$ cat config.mk
export PLATFORM = sky130hd
export DESIGN_NAME = wdog_two_stage
export DESIGN_NICKNAME = d
export VERILOG_FILES = /design/src/rtl/wdog_pkg.sv /design/src/rtl/wdog_cfg.sv /design/src/rtl/wdog_counter.sv /design/src/rtl/wdog_events.sv /design/src/rtl/wdog_two_stage.sv
export SDC_FILE = /design/constraint.sdc
export NUM_CORES = 1
export LEC_CHECK = 0
export BUFFER_PORTS_ARGS = -buffer_cell sky130_fd_sc_hd__clkbuf_2
export CORE_ASPECT_RATIO = 0.8
export CORE_MARGIN = 4
export CORE_UTILIZATION = 60
export DETAILED_ROUTE_END_ITERATION = 10
export PLACE_DENSITY = 0.92
export REMOVE_ABC_BUFFERS = 1
export SLEW_MARGIN = 40
export SYNTH_ARGS = -nofsm -noshare
export SYNTH_HDL_FRONTEND = slang
export SYNTH_SLANG_ARGS = --single-unit
export TNS_END_PERCENT = 20
$ cat constraint.sdc
create_clock -name clk_i -period 3.3 [get_ports clk_i]
set_input_delay 0.33 -clock clk_i [delete_from_list [all_inputs] [get_ports clk_i]]
set_output_delay 0.33 -clock clk_i [all_outputs]
set_load 0.02 [all_outputs]
$ cat src/rtl/wdog_pkg.sv
package wdog_pkg;
  typedef enum logic [1:0] {
    INT_IRQ  = 2'd0,
    INT_RSVD = 2'd1,
    INT_SMI  = 2'd2,
    INT_NONE = 2'd3
  } int_sel_e;

  typedef struct packed {
    logic     reboot_en;
    logic     fast;
    int_sel_e int_sel;
  } mode_s;

  typedef struct packed {
    logic locked;
    logic en;
    logic free_run;
  } ctl_s;
endpackage

$ cat src/rtl/wdog_cfg.sv
module wdog_cfg
  import wdog_pkg::*;
#(
  parameter int PRELOAD_W = 20
) (
  input  logic                 clk_i,
  input  logic                 rst_ni,
  input  logic                 mode_we_i,
  input  logic                 mode_noboot_i,
  input  logic                 mode_fast_i,
  input  logic [1:0]           mode_int_i,
  input  logic                 ctl_we_i,
  input  logic                 ctl_lock_i,
  input  logic                 ctl_en_i,
  input  logic                 ctl_free_i,
  input  logic                 pre1_we_i,
  input  logic                 pre2_we_i,
  input  logic [PRELOAD_W-1:0] pre_data_i,
  output mode_s                mode_o,
  output ctl_s                 ctl_o,
  output logic                 start_o,
  output logic                 stop_o,
  output logic [PRELOAD_W-1:0] pre1_o,
  output logic [PRELOAD_W-1:0] pre2_o
);
  localparam logic [PRELOAD_W-1:0] PRE_RST = '1;

  mode_s mode_q;
  ctl_s  ctl_q;
  logic  ctl_ok;

  assign ctl_ok  = ctl_we_i && !ctl_q.locked;
  assign start_o = ctl_ok && ctl_en_i && !ctl_q.en;
  assign stop_o  = ctl_ok && !ctl_en_i;

  always_ff @(posedge clk_i or negedge rst_ni) begin
    if (!rst_ni) begin
      mode_q <= '{reboot_en: 1'b1, fast: 1'b0, int_sel: INT_IRQ};
      ctl_q  <= '0;
      pre1_o <= PRE_RST;
      pre2_o <= PRE_RST;
    end else begin
      if (mode_we_i)
        mode_q <= '{reboot_en: !mode_noboot_i, fast: mode_fast_i,
                    int_sel: int_sel_e'(mode_int_i)};
      if (ctl_ok)
        ctl_q <= '{locked: ctl_lock_i, en: ctl_en_i, free_run: ctl_free_i};
      if (pre1_we_i) pre1_o <= pre_data_i;
      if (pre2_we_i) pre2_o <= pre_data_i;
    end
  end

  assign mode_o = mode_q;
  assign ctl_o  = ctl_q;

  p_lock_sticky_r8: assert property (@(posedge clk_i) disable iff (!rst_ni)
    ctl_q.locked |=> ctl_q.locked && $stable(ctl_q.en) && $stable(ctl_q.free_run))
    else $error("p_lock_sticky_r8");
endmodule

$ cat src/rtl/wdog_counter.sv
module wdog_counter #(
  parameter int PRELOAD_W = 20,
  parameter int SLOW_SH   = 15,
  parameter int FAST_SH   = 5
) (
  input  logic                 clk_i,
  input  logic                 rst_ni,
  input  logic                 start_i,
  input  logic                 stop_i,
  input  logic                 kick_i,
  input  logic                 en_i,
  input  logic                 free_i,
  input  logic                 fast_i,
  input  logic [PRELOAD_W-1:0] pre1_i,
  input  logic [PRELOAD_W-1:0] pre2_i,
  output logic                 exp1_o,
  output logic                 exp2_o,
  output logic                 stage2_o,
  output logic                 run_o
);
  localparam int MAX_SH = (SLOW_SH > FAST_SH) ? SLOW_SH : FAST_SH;
  localparam int CNT_W  = PRELOAD_W + MAX_SH;

  logic [CNT_W-1:0] cnt_q;
  logic             run_q, stage_q;
  logic             restart, at_end;

  function automatic logic [CNT_W-1:0] scale(input logic [PRELOAD_W-1:0] p,
                                             input logic fast);
    logic [CNT_W-1:0] v;
    v = CNT_W'(p);
    return fast ? (v << FAST_SH) : (v << SLOW_SH);
  endfunction

  assign restart = start_i || (kick_i && en_i);
  // count of 1 (or a zero-length load) ends the stage on the next edge
  assign at_end  = run_q && (cnt_q <= CNT_W'(1));

  always_ff @(posedge clk_i or negedge rst_ni) begin
    if (!rst_ni) begin
      cnt_q   <= '0;
      run_q   <= 1'b0;
      stage_q <= 1'b0;
    end else if (stop_i) begin
      run_q <= 1'b0;
    end else if (restart) begin
      run_q   <= 1'b1;
      stage_q <= 1'b0;
      cnt_q   <= scale(pre1_i, fast_i);
    end else if (at_end) begin
      if (!stage_q) begin
        stage_q <= 1'b1;
        cnt_q   <= scale(pre2_i, fast_i);
      end else if (free_i) begin
        stage_q <= 1'b0;
        cnt_q   <= scale(pre1_i, fast_i);
      end else begin
        run_q <= 1'b0;
      end
    end else if (run_q) begin
      cnt_q <= cnt_q - CNT_W'(1);
    end
  end

  assign exp1_o   = at_end && !stage_q && !restart && !stop_i;
  assign exp2_o   = at_end &&  stage_q && !restart && !stop_i;
  assign stage2_o = stage_q;
  assign run_o    = run_q;

  p_idle_when_off_r7: assert property (@(posedge clk_i) disable iff (!rst_ni)
    !en_i |-> !run_q)
    else $error("p_idle_when_off_r7");

  p_kick_restarts_r6: assert property (@(posedge clk_i) disable iff (!rst_ni)
    (kick_i && en_i && !stop_i) |=> run_q && !stage_q)
    else $error("p_kick_restarts_r6");
endmodule

$ cat src/rtl/wdog_events.sv
module wdog_events
  import wdog_pkg::*;
(
  input  logic     clk_i,
  input  logic     rst_ni,
  input  logic     exp1_i,
  input  logic     exp2_i,
  input  int_sel_e int_sel_i,
  input  logic     reboot_en_i,
  input  logic     flag_clr_i,
  output logic     irq_o,
  output logic     smi_o,
  output logic     rst_act_o,
  output logic     flag_o
);
  logic boot_hit;
  assign boot_hit = exp2_i && reboot_en_i;

  always_ff @(posedge clk_i or negedge rst_ni) begin
    if (!rst_ni) begin
      irq_o     <= 1'b0;
      smi_o     <= 1'b0;
      rst_act_o <= 1'b0;
      flag_o    <= 1'b0;
    end else begin
      irq_o     <= exp1_i && (int_sel_i == INT_IRQ);
      smi_o     <= exp1_i && (int_sel_i == INT_SMI);
      rst_act_o <= boot_hit;
      if (boot_hit)        flag_o <= 1'b1;  // set beats clear
      else if (flag_clr_i) flag_o <= 1'b0;
    end
  end

  p_one_event_r10: assert property (@(posedge clk_i) disable iff (!rst_ni)
    $onehot0({irq_o, smi_o, rst_act_o}))
    else $error("p_one_event_r10");

  p_irq_single_r10: assert property (@(posedge clk_i) disable iff (!rst_ni)
    (irq_o || smi_o) |=> !irq_o && !smi_o)
    else $error("p_irq_single_r10");

  p_flag_with_reset_r4: assert property (@(posedge clk_i) disable iff (!rst_ni)
    rst_act_o |-> flag_o)
    else $error("p_flag_with_reset_r4");

  p_flag_sticky_r9: assert property (@(posedge clk_i) disable iff (!rst_ni)
    (flag_o && !flag_clr_i) |=> flag_o)
    else $error("p_flag_sticky_r9");
endmodule

$ cat src/rtl/wdog_two_stage.sv
module wdog_two_stage
  import wdog_pkg::*;
#(
  parameter int PRELOAD_W = 20,
  parameter int SLOW_SH   = 15,
  parameter int FAST_SH   = 5
) (
  input  logic                 clk_i,
  input  logic                 rst_ni,
  input  logic                 mode_we_i,
  input  logic                 mode_noboot_i,
  input  logic                 mode_fast_i,
  input  logic [1:0]           mode_int_i,
  input  logic                 ctl_we_i,
  input  logic                 ctl_lock_i,
  input  logic                 ctl_en_i,
  input  logic                 ctl_free_i,
  input  logic                 pre1_we_i,
  input  logic                 pre2_we_i,
  input  logic [PRELOAD_W-1:0] pre_data_i,
  input  logic                 kick_i,
  input  logic                 flag_clr_i,
  output logic                 irq_o,
  output logic                 smi_o,
  output logic                 rst_act_o,
  output logic                 prev_wd_rst_o,
  output logic                 stage2_o
);
  mode_s                mode;
  ctl_s                 ctl;
  logic                 start, stop, exp1, exp2, run;
  logic [PRELOAD_W-1:0] pre1, pre2;

  wdog_cfg #(.PRELOAD_W(PRELOAD_W)) u_cfg (
    .clk_i, .rst_ni, .mode_we_i, .mode_noboot_i, .mode_fast_i, .mode_int_i,
    .ctl_we_i, .ctl_lock_i, .ctl_en_i, .ctl_free_i, .pre1_we_i, .pre2_we_i,
    .pre_data_i, .mode_o(mode), .ctl_o(ctl), .start_o(start), .stop_o(stop),
    .pre1_o(pre1), .pre2_o(pre2)
  );

  wdog_counter #(.PRELOAD_W(PRELOAD_W), .SLOW_SH(SLOW_SH), .FAST_SH(FAST_SH)) u_cnt (
    .clk_i, .rst_ni, .start_i(start), .stop_i(stop), .kick_i,
    .en_i(ctl.en), .free_i(ctl.free_run), .fast_i(mode.fast),
    .pre1_i(pre1), .pre2_i(pre2), .exp1_o(exp1), .exp2_o(exp2),
    .stage2_o, .run_o(run)
  );

  wdog_events u_evt (
    .clk_i, .rst_ni, .exp1_i(exp1), .exp2_i(exp2), .int_sel_i(mode.int_sel),
    .reboot_en_i(mode.reboot_en), .flag_clr_i, .irq_o, .smi_o, .rst_act_o,
    .flag_o(prev_wd_rst_o)
  );

  p_warn_enters_stage2_r3: assert property (@(posedge clk_i) disable iff (!rst_ni)
    (irq_o || smi_o) |-> stage2_o)
    else $error("p_warn_enters_stage2_r3");

  p_no_event_idle_r7: assert property (@(posedge clk_i) disable iff (!rst_ni)
    !run |=> !irq_o && !smi_o && !rst_act_o)
    else $error("p_no_event_idle_r7");
endmodule

# --- After elaboration in Yosys (flattened, before gate mapping) ---
# Index checks and enable logic that the tools add are counted.
word_totals:
  register_bits: 88
  inputBits: 35
  word_cells: 71
classes:
  addsub: 1
  magnitude_cmp: 1
  eq_ne: 3
  n_mux: 18
  bitwise_logic: 1
  n_reduce_logical: 32
op_table:
  columns: ["op", "n"]
  rows:
  - ["35-bit 2-to-1 mux", 7]
  - ["35-bit by 1-bit <= comparator with 1-bit output, second input constant", 1]
  - ["35-bit by 1-bit subtractor with 35-bit output, second input constant", 1]
  - ["1-bit logical AND", 15]
  - ["1-bit 2-to-1 mux", 11]
  - ["3-bit nonzero test", 3]
  - ["1-bit logical NOT", 7]
  - ["3-bit AND reduction", 2]
  - ["4-bit inequality test, second input constant", 1]
  - ["2-bit nonzero test", 2]
  - ["3-bit by 1-bit inequality test with 1-bit output, second input constant", 1]
  - ["2-bit equality test, second input constant", 1]
  - ["2-bit logical NOT", 1]
  - ["2-bit AND reduction", 1]
  - ["1-bit logical OR", 1]
  - ["1-bit NOT", 1]

# --- Depth between registers and ports, before layout ---
depth:
  ltp_word: 10
  mapped_depth: 10
  mapped_depth_nobuf: 9

# --- Cells and area by module ---
# A second synthesis with hierarchy kept.
unflattened:
  cells_unflattened: 501
  area_unflattened_um2: 5247.5
by_module_without_submodules:
  columns: ["module", "n_inst", "cells_per_inst", "area_each_um2"]
  rows:
  - ["wdog_counter", 1, 390, 3133.0]
  - ["wdog_cfg", 1, 102, 1978.1]
  - ["wdog_events", 1, 9, 136.4]

# --- Worst setup path after synthesis ---
# No wires, ideal clock.
synth_path:
  path_type: "register to register"
  from: "reg u_cnt.cnt_q[11]"
  to: "reg u_evt.irq_o"
  setup_time_ns: 0.072
  t_arrival_ns: 2.214
  required_time_ns: 3.228
  slack_ns: 1.014
  path_stages_with_launch: 8
  n_path_buf: 1
  synth_period_minus_slack_ns: 2.286
  cell_sequence: "dfrtp_1 nor4_4 nand4_4 nor4_4 o21ai_2 buf_6 or4_4 nor2_1"
synth_between:
  elab_chain_cells: 6
synth_lines:
  columns: ["item", "line", "text"]
  rows:
  - ["start, declared", "wdog_counter.sv:24", "logic [CNT_W-1:0] cnt_q;"]
  - ["start signal, assigned", "wdog_counter.sv:49", "cnt_q <= scale(pre1_i, fast_i);"]
  - ["start signal, assigned", "wdog_counter.sv:53", "cnt_q <= scale(pre2_i, fast_i);"]
  - ["start signal, assigned", "wdog_counter.sv:56", "cnt_q <= scale(pre1_i, fast_i);"]
  - ["35-bit by 1-bit <= comparator with 1-bit output", "wdog_counter.sv:37", "assign at_end = run_q && (cnt_q <= CNT_W'(1));"]
  - ["1-bit logical AND", "wdog_counter.sv:37", null]
  - ["1-bit logical AND (3 in a row)", "wdog_counter.sv:65", "assign exp1_o = at_end && !stage_q && !restart && !stop_i;"]
  - ["1-bit logical AND", "wdog_events.sv:26", "irq_o <= exp1_i && (int_sel_i == INT_IRQ);"]
  - ["end signal, assigned", "wdog_events.sv:26", null]
  - ["end, declared", "wdog_events.sv:11", "output logic irq_o,"]
# Every way passes these cells.
# A chain may end at the register's enable or synchronous reset.

# --- Worst setup path after layout ---
layout_path:
  from: "reg u_cnt.cnt_q[19]"
  to: "reg u_cnt.cnt_q[9]"
layout_between:
  elab_chain_cells: 4
layout_lines:
  columns: ["item", "line"]
  rows:
  - ["35-bit by 1-bit <= comparator with 1-bit output *", "wdog_counter.sv:37"]
  - ["1-bit logical AND *", "wdog_counter.sv:37"]
  - ["4-bit inequality test (no line), or another cell as far along", null]
  - ["3-bit AND reduction (no line) or 35-bit 2-to-1 mux (tied branches)", null]
# Mark *: on every way between the ends. The rest lies on a longest branch, timed or not.

==> results.md <==
* Count of final max-slew check failures at 0
* Area Overhead vs Synth at 11.0%
* P per Cell Area at 636 nW/um^2
* R2R setup slack at 340 ps
* Post-Synthesis Cells at 499
* Chip Width at 111 um
* First-pass GRT wire length at 24,000 um
* WL met1 at 5860 um
* Worst hold path startpoint: mode_noboot_i
* WP data arrival at 3200 ps
* Largest net degree at the start of global routing at 36
* Min-Delay Path Class: primary input to flop
* CTS buffer count at 9
* Vias per cell at 6.87
* Placed Cells at 635
* DR WL met2 at 6620 um
* Nets at 576
* R2r startpoint: u_cnt.cnt_q[19]$_DFFE_PN0P_
* Synth unique cells at 62
* # fillers at 638
* RSZ-0062 raised after global routing: false
* Register area at 2250 um^2
* Hpwl dp at 10,400 um
* Rows at 29
* Skew final at 13.5 ps
* Status: complete, no violations
* F_max at 337 MHz
* Slew HR at 47.4%
* Final min period at 2960 ps
* Via count at 4,482
* Worst-Skew Late Latency at 370 ps
* Initial antenna violation count at 0
* Most numerous cell in the Yosys netlist: dfrtp_1
* Syn Area/Cell at 10.1 um^2
* Area leader, netlist: dfrtp_1
* Final Hold Vio Count at 0
* Worst hold path depth at 2
* Post-synth EDFFs at 0
* Layout cell share with drive strength beyond 1 at 32.7%
* Pre-Repair DR Iteration Count at 6
* Post-Layout Cell Count at 652
* R2R Path End: u_cnt.cnt_q[9]$_DFFE_PN0P_
* Peak supply drop at 423 uV
* Max cap viols at 0
* Yosys warns at 0
* Drt total wl at 14,600 um
* # DRC at 0
* Multi-input logic area at 2620 um^2
* Synth Register Bits at 88
* Period utilization at 89.8%
* Routed WL per cell at 22.4 um
* Vias in the first global route at 4,588
* PortBufs at 39
* Critical path data required time at 3530 ps
* Worst slack, placed at 316 ps
* Startpoint type of the worst setup path: flop
* Reg clk slew, reported paths at 100 ps
* Initial DRC count at 441
* CTS max path bufs at 2
* GRT Util Overall at 29.9%
* H-Tree Depth at 3
* Setup TNS at 0 ps
* Met3 routed WL at 1600 um
* Post-Syn Area at 5060 um^2
* DIE AREA at 9980 um^2
* Initial Util at 62.8%
* Worst-path maximum fanout at 9
* Setup violators final at 0
* Synth top area share at 23.2%
* Post-synthesis sequential area ratio at 44.5%
* Cells on worst reg2reg path at 8
* Die span in y at 90.1 um
* Post-route ant nets at 0
* Slack of the critical path at 336 ps
* Ant diodes at 0
* Crit Path Category: flop to flop
* Placeable Area at 8060 um^2
* Worst-margin pin slew at 786 ps
* Overflow after GRT at 0
* Clk Tree Root Cell: clkbuf_8
* Setup crit start: u_cnt.cnt_q[19]$_DFFE_PN0P_
* Ys async rst share at 100%
* IO Pins at 40
* Top layer in use: met4
* GPL Wtd Cong at 0.986
* TritonCTS clock tree: done
* Pleak at 2.27 nW
* Hold Path Sink: u_cfg.mode_o[3]$_DFFE_PN1P_
* Clk sinks at 88
* Synth top area cells: dfrtp_1, dfstp_2, mux2_2
* Endpoint class of the critical path: flop
* Commonest cells post-synth: dfrtp_1, o21ai_0, nand2_1
* Ys flop type: dfrtp_1
## how the worst max path moves through the flow
stage,cells after the start,endpoint,slack [ps]
after floorplan,6,u_cnt.cnt_q[13]$_DFFE_PN0P_,90
after CTS,8,u_cnt.cnt_q[9]$_DFFE_PN0P_,280
after global routing,8,u_cnt.cnt_q[9]$_DFFE_PN0P_,90
final,8,u_cnt.cnt_q[9]$_DFFE_PN0P_,340
after detailed placement,8,u_cnt.cnt_q[9]$_DFFE_PN0P_,320
after global placement,8,u_cnt.cnt_q[14]$_DFFE_PN0P_,400
## stage by stage
stage	cell area [um^2]	utilization [%]	hold WS [ps]	power, mW
floorplan	4940	-	34.4	2.39
global placement	5400	67.1	239	2.70
detailed placement	5400	67.1	243	2.78
CTS	5610	69.6	74.1	3.54
global route	5620	69.7	102	3.76
finish	5620	69.7	85.5	3.57
## layout make-up
| type | instances | share of cell area, % |
|---|---|---|
| clock buffers | 11 | 2.52 |
| clock inverters | 5 | 1.00 |
| inverters | 19 | 1.27 |
| multi-input cells | 364 | 46.7 |
| flip-flops and latches | 88 | 40.1 |
| well taps | 108 | 2.41 |
| repair buffers | 57 | 5.97 |
## cells by family (layout without fill, tap and decap cells)
group           after synthesis  after routing  synth area share (%)
simple gates                153            153                  17.0
compound gates              142            142                  18.6
flops                        88             88                  44.5
mux                          59             59                  14.1
buf+inv                      47             92                  3.81
xor+xnor                      8              8                  1.38
fa+ha+maj                     2              2                 0.494
## layout by cell type, fill, tap and decap left out, types with 3 or more instances in the layout
cell type   n
o22ai_1     3
mux2i_1    13
nand2_1    42
nor3_1     17
xnor2_1     7
o21ai_0    44
nor4_4      4
o21a_1      3
o221ai_1    3
a22o_1      3
nand3_1    10
nor2b_1     4
clkbuf_2   38
clkbuf_8   10
mux4_2      6
dfrtp_1    46
or3_1       6
nor4_1     12
a221oi_1    9
a21o_1      3
nor3_2      5
buf_4      18
a21oi_1    23
dfstp_2    41
o22a_1      5
and3_1      6
a211oi_1    8
a31oi_1     8
o2bb2ai_1   8
mux2_2     40
nor2_1     30
inv_1      18
o211ai_1    5
## repair_timing
action / 4_1_cts / 5_1_grt
hold buffers: 1 / 0
endpoints found under the setup margin: 0 / 5
buffers inserted: 0 / 0
endpoints found under the hold margin: 4 / 0
gates resized for setup: 0 / 1
## state kept, by name, summed over array words and instances (netlist names)
register and cells:
u_evt.flag_o 1, u_evt.rst_act_o 1, u_cnt.stage2_o 1, u_evt.smi_o 1, u_cfg.mode_o 4, u_cnt.cnt_q 35, u_cfg.pre1_o 20, u_evt.irq_o 1
u_cnt.run_o 1, u_cfg.ctl_o 3, u_cfg.pre2_o 20
## layer usage
layer,up-vias,track usage (%)
met5,-,0
met3,56,9.40
met4,0,11.6
li1,1958,-
met2,292,45.4
met1,2176,40.1
## worst max-delay path: stages (launching register included)
cell      delay, ps
dfrtp_1         460
nor4_4          510
nand3_2         300
nor4_4          400
o21a_1          250
buf_4           190
a31oi_1          90
nor2_1          420
a222oi_1        210
## report_power, final
part / internal [mW] / switching (mW)
Combinational: 0.464 / 0.592
Clock: 0.370 / 0.393
Sequential: 1.38 / 0.374
Total: 2.21 / 1.36
(Power assumes the default switching activity.)
